`src/rtl/pgwr_pkg.sv`:
```
package pgwr_pkg;

    typedef enum logic [1:0] {
        ST_IDLE    = 2'd0,
        ST_COLLECT = 2'd1,
        ST_PROG    = 2'd2
    } seq_state_t;

endpackage

```
`src/rtl/pgwr_buffer.sv`:
```
module pgwr_buffer #(
    parameter int SLOT_W = 4,
    parameter int DATA_W = 8
) (
    input  logic              clk,
    input  logic              rst_n,
    input  logic              wr_en,
    input  logic [SLOT_W-1:0] wr_slot,
    input  logic [DATA_W-1:0] wr_data,
    input  logic              clr,
    input  logic [SLOT_W-1:0] rd_slot,
    output logic [DATA_W-1:0] rd_data,
    output logic              rd_valid,
    output logic              any_valid
);

    localparam int SLOTS = 1 << SLOT_W;

    logic [SLOTS-1:0]  vld_vec;
    logic [DATA_W-1:0] data_arr [SLOTS];

    for (genvar s = 0; s < SLOTS; s++) begin : g_slot
        logic              vld_r;
        logic [DATA_W-1:0] dat_r;

        always_ff @(posedge clk or negedge rst_n) begin
            if (!rst_n) begin
                vld_r <= 1'b0;
                dat_r <= '0;
            end else if (clr) begin
                vld_r <= 1'b0;
            end else if (wr_en && (wr_slot == SLOT_W'(s))) begin
                vld_r <= 1'b1;
                dat_r <= wr_data;
            end
        end

        assign vld_vec[s]  = vld_r;
        assign data_arr[s] = dat_r;
    end

    assign rd_data   = data_arr[rd_slot];
    assign rd_valid  = vld_vec[rd_slot];
    assign any_valid = |vld_vec;


    slot_clear_chk: assert property (@(posedge clk) disable iff (!rst_n)
        clr |=> !any_valid);


    slot_fill_chk: assert property (@(posedge clk) disable iff (!rst_n)
        (wr_en && !clr) |=> any_valid);

endmodule

```
`src/rtl/pgwr_timer.sv`:
```
module pgwr_timer #(
    parameter int LIMIT = 100000,
    parameter int CNT_W = $clog2(LIMIT + 1)
) (
    input  logic             clk,
    input  logic             rst_n,
    input  logic             start,
    input  logic             run,
    output logic [CNT_W-1:0] cnt,
    output logic             last
);

    localparam logic [CNT_W-1:0] LAST_CNT = CNT_W'(LIMIT - 1);

    always_ff @(posedge clk or negedge rst_n) begin
        if (!rst_n) begin
            cnt <= '0;
        end else if (start) begin
            cnt <= '0;
        end else if (run && (cnt != LAST_CNT)) begin
            cnt <= cnt + 1'b1;
        end
    end

    assign last = run && (cnt == LAST_CNT);


    cnt_range_chk: assert property (@(posedge clk) disable iff (!rst_n)
        run |-> (cnt <= LAST_CNT));

endmodule

```
`src/rtl/pgwr_ctrl.sv`:
```
module pgwr_ctrl
    import pgwr_pkg::*;
#(
    parameter int ADDR_W = 8,
    parameter int SLOT_W = 4
) (
    input  logic                     clk,
    input  logic                     rst_n,
    input  logic                     addr_load,
    input  logic [ADDR_W-1:0]        addr_in,
    input  logic                     byte_vld,
    input  logic                     commit,
    input  logic                     abort,
    input  logic                     wp_level,
    input  logic                     any_valid,
    input  logic                     tmr_last,
    output logic                     buf_wr,
    output logic [SLOT_W-1:0]        buf_slot,
    output logic                     buf_clr,
    output logic                     tmr_start,
    output logic                     busy,
    output logic                     prot_reject,
    output logic [ADDR_W-SLOT_W-1:0] page
);

    localparam int PAGE_W = ADDR_W - SLOT_W;

    seq_state_t        state_q, state_d;
    logic [SLOT_W-1:0] ptr_q;
    logic [PAGE_W-1:0] page_q;
    logic              prot_hit;
    logic              take_byte;
    logic              take_commit;
    logic              go_prog;

    assign prot_hit    = wp_level && page_q[PAGE_W-1];
    assign take_byte   = (state_q == ST_COLLECT) && byte_vld && !commit && !abort;
    assign take_commit = (state_q == ST_COLLECT) && commit && !abort;
    assign go_prog     = take_commit && any_valid && !prot_hit;

    always_ff @(posedge clk or negedge rst_n) begin
        if (!rst_n) begin
            state_q <= ST_IDLE;
        end else begin
            state_q <= state_d;
        end
    end

    always_comb begin
        state_d = state_q;
        unique case (state_q)
            ST_IDLE: begin
                if (addr_load) state_d = ST_COLLECT;
            end
            ST_COLLECT: begin
                if (abort)            state_d = ST_IDLE;
                else if (go_prog)     state_d = ST_PROG;
                else if (take_commit) state_d = ST_IDLE;
            end
            ST_PROG: begin
                if (tmr_last) state_d = ST_IDLE;
            end
            default: state_d = ST_IDLE;
        endcase
    end

    always_ff @(posedge clk or negedge rst_n) begin
        if (!rst_n) begin
            ptr_q  <= '0;
            page_q <= '0;
        end else if ((state_q == ST_IDLE) && addr_load) begin
            ptr_q  <= addr_in[SLOT_W-1:0];
            page_q <= addr_in[ADDR_W-1:SLOT_W];
        end else if (take_byte) begin
            ptr_q  <= ptr_q + 1'b1;
        end
    end

    always_comb begin
        buf_wr      = 1'b0;
        buf_clr     = 1'b0;
        tmr_start   = 1'b0;
        busy        = 1'b0;
        prot_reject = 1'b0;
        unique case (state_q)
            ST_IDLE: begin
            end
            ST_COLLECT: begin
                buf_wr      = take_byte;
                buf_clr     = abort || (take_commit && !go_prog);
                tmr_start   = go_prog;
                prot_reject = prot_hit;
            end
            ST_PROG: begin
                busy    = 1'b1;
                buf_clr = tmr_last;
            end
            default: begin
            end
        endcase
    end

    assign buf_slot = ptr_q;
    assign page     = page_q;


    busy_hold_chk: assert property (@(posedge clk) disable iff (!rst_n)
        (state_q == ST_PROG && !tmr_last) |=> (state_q == ST_PROG));


    busy_end_chk: assert property (@(posedge clk) disable iff (!rst_n)
        (state_q == ST_PROG && tmr_last) |=> (state_q == ST_IDLE));


    prot_no_cycle_chk: assert property (@(posedge clk) disable iff (!rst_n)
        (state_q == ST_COLLECT && commit && !abort && prot_hit) |=> (state_q == ST_IDLE));


    abort_drop_chk: assert property (@(posedge clk) disable iff (!rst_n)
        (state_q == ST_COLLECT && abort) |=> (state_q == ST_IDLE && !any_valid));

endmodule

```
`src/rtl/pgwr_seq.sv`:
```
module pgwr_seq #(
    parameter int ADDR_W    = 8,
    parameter int DATA_W    = 8,
    parameter int SLOT_W    = 4,
    parameter int WR_CYCLES = 100000
) (
    input  logic              clk,
    input  logic              rst_n,
    input  logic              addr_load,
    input  logic [ADDR_W-1:0] addr_in,
    input  logic              byte_vld,
    input  logic [DATA_W-1:0] byte_data,
    input  logic              commit,
    input  logic              abort,
    input  logic              wp_level,
    output logic              busy,
    output logic              prot_reject,
    output logic              mem_we,
    output logic [ADDR_W-1:0] mem_addr,
    output logic [DATA_W-1:0] mem_wdata
);

    localparam int SLOTS  = 1 << SLOT_W;
    localparam int PAGE_W = ADDR_W - SLOT_W;
    localparam int CNT_W  = $clog2(WR_CYCLES + 1);
    localparam int FLUSH_START = (WR_CYCLES > SLOTS) ? (WR_CYCLES - SLOTS) : 0;
    localparam logic [CNT_W-1:0] FLUSH_AT = CNT_W'(FLUSH_START);

    logic              buf_wr;
    logic [SLOT_W-1:0] buf_slot;
    logic              buf_clr;
    logic              tmr_start;
    logic              tmr_last;
    logic [CNT_W-1:0]  tmr_cnt;
    logic              any_valid;
    logic [PAGE_W-1:0] page;
    logic [CNT_W-1:0]  flush_off;
    logic [SLOT_W-1:0] rd_slot;
    logic [DATA_W-1:0] rd_data;
    logic              rd_valid;
    logic              in_flush;

    pgwr_ctrl #(
        .ADDR_W (ADDR_W),
        .SLOT_W (SLOT_W)
    ) u_ctrl (
        .clk         (clk),
        .rst_n       (rst_n),
        .addr_load   (addr_load),
        .addr_in     (addr_in),
        .byte_vld    (byte_vld),
        .commit      (commit),
        .abort       (abort),
        .wp_level    (wp_level),
        .any_valid   (any_valid),
        .tmr_last    (tmr_last),
        .buf_wr      (buf_wr),
        .buf_slot    (buf_slot),
        .buf_clr     (buf_clr),
        .tmr_start   (tmr_start),
        .busy        (busy),
        .prot_reject (prot_reject),
        .page        (page)
    );

    pgwr_buffer #(
        .SLOT_W (SLOT_W),
        .DATA_W (DATA_W)
    ) u_buffer (
        .clk       (clk),
        .rst_n     (rst_n),
        .wr_en     (buf_wr),
        .wr_slot   (buf_slot),
        .wr_data   (byte_data),
        .clr       (buf_clr),
        .rd_slot   (rd_slot),
        .rd_data   (rd_data),
        .rd_valid  (rd_valid),
        .any_valid (any_valid)
    );

    pgwr_timer #(
        .LIMIT (WR_CYCLES),
        .CNT_W (CNT_W)
    ) u_timer (
        .clk   (clk),
        .rst_n (rst_n),
        .start (tmr_start),
        .run   (busy),
        .cnt   (tmr_cnt),
        .last  (tmr_last)
    );

    assign flush_off = tmr_cnt - FLUSH_AT;
    assign rd_slot   = flush_off[SLOT_W-1:0];
    assign in_flush  = busy && (tmr_cnt >= FLUSH_AT);
    assign mem_we    = in_flush && rd_valid;
    assign mem_addr  = {page, rd_slot};
    assign mem_wdata = rd_data;


    we_only_busy_chk: assert property (@(posedge clk) disable iff (!rst_n)
        mem_we |-> busy);


    busy_cause_chk: assert property (@(posedge clk) disable iff (!rst_n)
        $rose(busy) |-> $past(commit));


    page_steady_chk: assert property (@(posedge clk) disable iff (!rst_n)
        (busy && $past(busy)) |-> $stable(mem_addr[ADDR_W-1:SLOT_W]));

endmodule

```
`config.mk`:
```
export PLATFORM = sky130hd
export DESIGN_NAME = pgwr_seq
export DESIGN_NICKNAME = d
export VERILOG_FILES = /design/src/rtl/pgwr_pkg.sv /design/src/rtl/pgwr_buffer.sv /design/src/rtl/pgwr_timer.sv /design/src/rtl/pgwr_ctrl.sv /design/src/rtl/pgwr_seq.sv
export SDC_FILE = /design/constraint.sdc
export NUM_CORES = 1
export LEC_CHECK = 0
export BUFFER_PORTS_ARGS = -buffer_cell sky130_fd_sc_hd__buf_2
export CORE_UTILIZATION = 65
export CTS_BUF_LIST = sky130_fd_sc_hd__clkbuf_8
export CTS_CLUSTER_SIZE = 14
export DETAILED_ROUTE_END_ITERATION = 10
export GPL_TIMING_DRIVEN = 0
export PLACE_DENSITY = 0.84
export SLEW_MARGIN = 20
export SYNTH_ARGS = -nofsm -noshare
export SYNTH_HDL_FRONTEND = slang
export SYNTH_SLANG_ARGS = --single-unit
```
`constraint.sdc`:
```
create_clock -name clk -period 3.7 [get_ports clk]
set_input_delay 0.185 -clock clk [delete_from_list [all_inputs] [get_ports clk]]
set_output_delay 0.185 -clock clk [all_outputs]
set_load 0.05 [all_outputs]
```
# --- After elaboration in Yosys (flattened, before gate mapping) ---
# Cells that the tools add are included.
word_totals:
  register_bits: 171
  latch_bits: 0
  ramBits: 0
  mem_bits_ro: 0
  in_bits: 23
  memories: 0
op_classes:
  addsub: 3
  n_mul: 0
  div_mod_pow: 0
  magnitude_cmp: 3
  eq_ne: 22
  n_shift: 0
  muxes: 52
  bitwise: 2
  reduce_logical: 73
op_table:
  columns: ["op", "n"]
  rows:
  - ["$mux 1", 37]
  - ["$reduce_bool 2->1", 18]
  - ["$mux 17", 2]
  - ["$bmux 8 s4", 1]
  - ["$eq 4x4->1 const B", 8]
  - ["$reduce_and 2->1", 16]
  - ["$logic_and 1x1->1", 30]
  - ["$add 17x1->17 const B", 1]
  - ["$eq 17x17->1 const B", 1]
  - ["$ge 17x17->1 const B", 1]
  - ["$ne 17x17->1 const B", 1]
  - ["$eq 4x3->1 const B", 4]
  - ["$mux 8", 2]
  - ["$reduce_or 16->1", 1]
  - ["$mux 2", 5]
  - ["$eq 4x2->1 const B", 2]
  - ["$mux 4", 2]
  - ["$pmux 2 s3", 1]
  - ["$ge 5x5->1 const B", 1]
  - ["$lt 4x5->1 const B", 1]
  - ["$not 4->5", 1]
  - ["$add 4x1->4 const B", 1]
  - ["$bmux 1 s4", 1]
  - ["$eq 4x1->1 const B", 1]
  - ["13 further kinds", 16]

# --- Longest topological paths before layout ---
depth:
  depth_word: 11
  depth_mapped: 8
  depth_no_buf: 7

# --- Hierarchy ---
# A second synthesis with hierarchy kept.
unflattened:
  hier_cells: 580
  hier_area_um2: 8227.9
by_module_without_submodules:
  columns: ["mod", "instances", "cells_each", "area_each_um2"]
  rows:
  - ["pgwr_buffer", 1, 420, 6617.6]
  - ["pgwr_timer", 1, 99, 987.2]
  - ["pgwr_ctrl", 1, 56, 589.3]
  - ["pgwr_seq", 1, 5, 33.8]

# --- Least setup slack after synthesis ---
# No wires, ideal clock.
synth_path:
  path_kind: "reg2reg"
  from: "register u_ctrl.state_q[0]"
  to: "register u_timer.cnt[15]"
  setup_ps: 78
  arrival_ps: 2282
  setup_slack_ps: 1341
  stages_incl_launch_ff: 8
  path_buffers: 1
  synth_period_minus_slack_ps: 2359
  cell_sequence: "dfrtp_1 -> inv_1 -> ha_1 -> nand4_1 -> or4_1 -> clkbuf_1 -> or3_1 -> a21oi_1"
synth_lines:
  columns: ["item", "line_no", "rtl"]
  rows:
  - ["start, declared", "pgwr_ctrl.sv:28", "seq_state_t state_q, state_d;"]
  - ["start signal, assigned", "pgwr_ctrl.sv:45", "state_q <= state_d;"]
  - ["$eq 2x2->1", "pgwr_ctrl.sv:85", "unique case (state_q)"]
  - ["$mux 1", "pgwr_ctrl.sv:85", null]
  - ["net busy", "pgwr_seq.sv:16", "output logic busy,"]
  - ["$logic_and 1x1->1", "pgwr_timer.sv:20", "end else if (run && (cnt != LAST_CNT)) begin"]
  - ["$reduce_bool 2->1 (no line)", null, null]
  - ["end signal, assigned", "pgwr_timer.sv:21", "cnt <= cnt + 1'b1;"]
  - ["end, declared", "pgwr_timer.sv:9", "output logic [CNT_W-1:0] cnt,"]
# The timed path passes the listed nets, and every way through them passes these cells.
# A chain may end at the register's enable or synchronous reset.

# --- Worst setup path after layout ---
layout_path:
  from: "register u_timer.cnt[1]"
  to: "output port mem_wdata[0]"
layout_via:
  elab_chain_len: 5
layout_rtl:
  columns: ["item", "line_no", "rtl"]
  rows:
  - ["$sub 4x1->4", "pgwr_seq.sv:94", "assign flush_off = tmr_cnt - FLUSH_AT;"]
  - ["$not 4->5 (implied by the code)", "pgwr_buffer.sv:42", "assign rd_data = data_arr[rd_slot];"]
  - ["$bmux 8 s4", "pgwr_buffer.sv:42", null]
  - ["$mux 8 (implied by the code) (2 in series)", "pgwr_buffer.sv:42", null]
  - ["end, declared", "pgwr_seq.sv:20", "output logic [DATA_W-1:0] mem_wdata"]
# No other way between the ends. The select of a mux whose other input is x is not followed.

==> impl_metrics.py <==
metrics = {
    "timing": {
        "fin_crit_sh": 0.933,
        "max_freq_mhz": 290,
        "worst_pin_slew_ns": 0.853,
        "relSlewSlack": 0.424,
        "grt_setup_unrepaired": "no",
        "worst_clock_skew_ns": 0.00979,
        "setup_violations": 0,
        "hold_viol_final": 0,
        "maxSlewViolCount": 0,
        "min_period_ns": 3.45,
        "holdWs_ns": 0.0172,
        "finalSetupTns_ns": 0,
    },
    "synthesis": {
        "synthDistinctLibCells": 50,
        "ys_top_cells_by_count": "dfrtp_1 (171), a32o_1 (120), nor2_1 (42)",
        "synth_nets": 734,
        "synth-seq-cells": 171,
        "synth_top_cell_by_area": "dfrtp_1",
        "ys_seq_area_frac": 0.502,
        "async_reset_ff_frac": 1.00,
        "synthCells": 702,
        "synth_top_cell_area_share": 0.502,
        "synthTopCellsByArea": "dfrtp_1 (50%), a32o_1 (14%), mux4_2 (5.5%)",
        "avgSynthCellArea_um2": 12.2,
        "syn-cell-area_um2": 8530,
        "yosys_warnings": 0,
        "synth_edf_count": 0,
        "yosysMostFrequentCell": "dfrtp_1",
        "synth_ff_type": "dfrtp_1",
    },
    "floorplan": {
        "die_h_um": 117,
        "ios": 42,
        "initial_core_util": 0.671,
        "dieWidth_um": 117,
        "dieArea_um2": 13600,
        "coreArea_um2": 12700,
        "rows": 41,
    },
    "clock_network": {
        "h-tree-depth": 4,
        "cts_tree": "built",
        "cts_setup_buffers": 0,
        "clock_sinks": 171,
        "cts_root_buffer": "clkbuf_8",
        "clk_pin_slew_ns": 0.08,
        "clockBufferDepth": 2,
        "cts_buffers": 17,
        "hold_buffers": 8,
        "clock_latency_ns": 0.47,
        "cts_resized": 0,
    },
    "power_and_ir_drop": {
        "peakVddDrop_mv": 0.428,
        "p_int_mw": 4.55,
        "p_leak_nw": 4.23,
        "p_sw_frac": 0.403,
        "p_comb_frac": 0.407,
        "seq_power_share": 0.392,
        "clockPowerShare": 0.201,
        "switching_power_mw": 3.07,
        "powerDensity_nw_per_um2": 799,
    },
    "layout": {
        "multi_input_area_um2": 3920,
        "drive_above_1_share": 0.185,
        "insertedDiodeCount": 0,
        "nNetsFinal": 803,
        "fin_util": 0.750,
        "regArea_um2": 4280,
        "syn_to_final_growth_pct": 11.8,
        "fillers": 898,
    },
    "global_route": {
        "antenna_found_initial": 0,
        "grt_pass1_vias": 7067,
        "grt_first_pass_wirelength_um": 38600,
        "grt_max_degree": 101,
        "gr-total-overflow": 0,
        "grt_use_total": 0.392,
    },
    "setup_path": {
        "cp.arrival_ns": 3.27,
        "crit_type": "reg -> out",
        "end_kind": "primary output",
        "cp_max_fo": 10,
        "worstPathRequired_ns": 3.51,
        "critPathLaunchType": "flip-flop",
    },
    "hold_path": {
        "hp-class": "in -> reg",
    },
    "detailed_routing": {
        "vias_per_cell": 7.34,
        "drtAntennaViolNets": 0,
        "drtIter0Drc": 978,
        "detail_route.wl_per_cell_um": 25.8,
        "first_pass_iters": 6,
        "dr_total_vias": 7020,
        "drt_wl_total_um": 24700,
        "remaining_drc_errors": 0,
    },
    "placed_design": {
        "globalplace.congestion": 0.917,
        "hpwl_um": 17000,
        "numPortBuffers": 41,
    },
    "job": {
        "max_cap_violations": 0,
    },
    "outcome": {
        "status": "complete, no violations",
    },
}
[routing by layer]
metal / share of wire / GRT usage / vias to the layer above / wire [µm]
li1: - / - / 2914 / -
met1: 0.38 / 0.518 / 3475 / 9280
met2: 0.46 / 0.574 / 484 / 11200
met3: 0.10 / 0.112 / 147 / 2560
met4: 0.064 / 0.244 / 0 / 1590
met5: 0 / 0 / - / 0
[area by class of cell]
cell class / instances / share of cell area
Timing Repair Buffer: 50 / 0.0338
Clock buffer: 20 / 0.0289
Sequential cell: 171 / 0.449
Multi-Input combinational cell: 473 / 0.411
Buffer: 49 / 0.0316
Inverter: 9 / 0.00354
Tap cell: 172 / 0.0226
Clock inverter: 12 / 0.0203
[power groups by stage]
stage / sequential (mW) / combinational [mW] / clock (mW)
finish: 2.99 / 3.10 / 1.53
floorplan: 2.93 / 2.20 / 0
detailed placement: 2.99 / 3.04 / 0
global placement: 2.93 / 2.93 / 0
CTS: 2.96 / 3.06 / 1.54
global route: 3.05 / 3.29 / 1.62
[state kept, by name (all words and copies together), names as in the netlist]
| register | flops |
|---|---|
| u_timer.cnt | 17 |
| u_ctrl.state_q | 2 |
| u_ctrl.page | 4 |
| u_buffer.g_slot.dat_r | 128 |
| u_ctrl.buf_slot | 4 |
| u_buffer.g_slot.vld_r | 16 |
[path summary, 6_finish.rpt]
kind / start / to / slack (ns) / cells after the start
worst max-delay path: u_timer.cnt[1]$_DFFE_PN0P_ / mem_wdata[0] / 0.25 / 6
worst min-delay path: addr_in[1] / u_ctrl.buf_slot[1]$_DFFE_PN0P_ / 0.02 / 3
worst max register to register: u_ctrl.state_q[1]$_DFFE_PN0P_ / u_buffer.g_slot[12].dat_r[1]$_DFFE_PN0P_ / 0.71 / 8
worst min register to register: u_ctrl.page[1]$_DFFE_PN0P_ / u_ctrl.page[1]$_DFFE_PN0P_ / 0.51 / 1
max in group asynchronous: rst_n / u_buffer.g_slot[11].dat_r[5]$_DFFE_PN0P_ / 2.56 / 3
min in group asynchronous: rst_n / u_timer.cnt[7]$_DFFE_PN0P_ / 0.27 / 2
[placed cells by master, fill, tap and decap left out, drive strengths merged, types with 20 or more instances in the layout]
| master | instances |
|---|---|
| nand2 | 41 |
| nor2 | 42 |
| a32o | 120 |
| a21oi | 29 |
| mux4 | 21 |
| buf | 72 |
| and3 | 20 |
| and2 | 31 |
| clkbuf | 39 |
| mux2i | 32 |
| dfrtp | 171 |
| nand3 | 21 |
[critical path: stages, from the launching register on]
cell and delay (ns):
dfrtp_1 0.56, clkbuf_1 0.59, buf_1 0.64, mux4_2 0.47, a22oi_1 0.19, nand2_1 0.11, buf_2 0.23
[per-stage QoR]
stage / std cells / power, mW / setup WS [ns] / cell area [µm²]
floorplan: 702 / 5.13 / 1.34 / 8530
global placement: 915 / 5.86 / 0.0495 / 8950
finish: 956 / 7.62 / 0.249 / 9540
global route: 956 / 7.96 / 0.127 / 9540
detailed placement: 916 / 6.03 / 0.790 / 8990
CTS: 956 / 7.56 / 0.279 / 9540
[cells by family (layout without fill, tap and decap cells)]
group / count (synthesis) / after routing / synth area share
xor+xnor: 16 / 16 / 0.0164
buf+inv: 58 / 140 / 0.0393
compound gates: 203 / 203 / 0.209
mux: 58 / 58 / 0.100
simple gates: 187 / 187 / 0.121
flops: 171 / 171 / 0.502
fa+ha+maj: 9 / 9 / 0.0132
No activity file was read; power rests on OpenSTA's default activity.
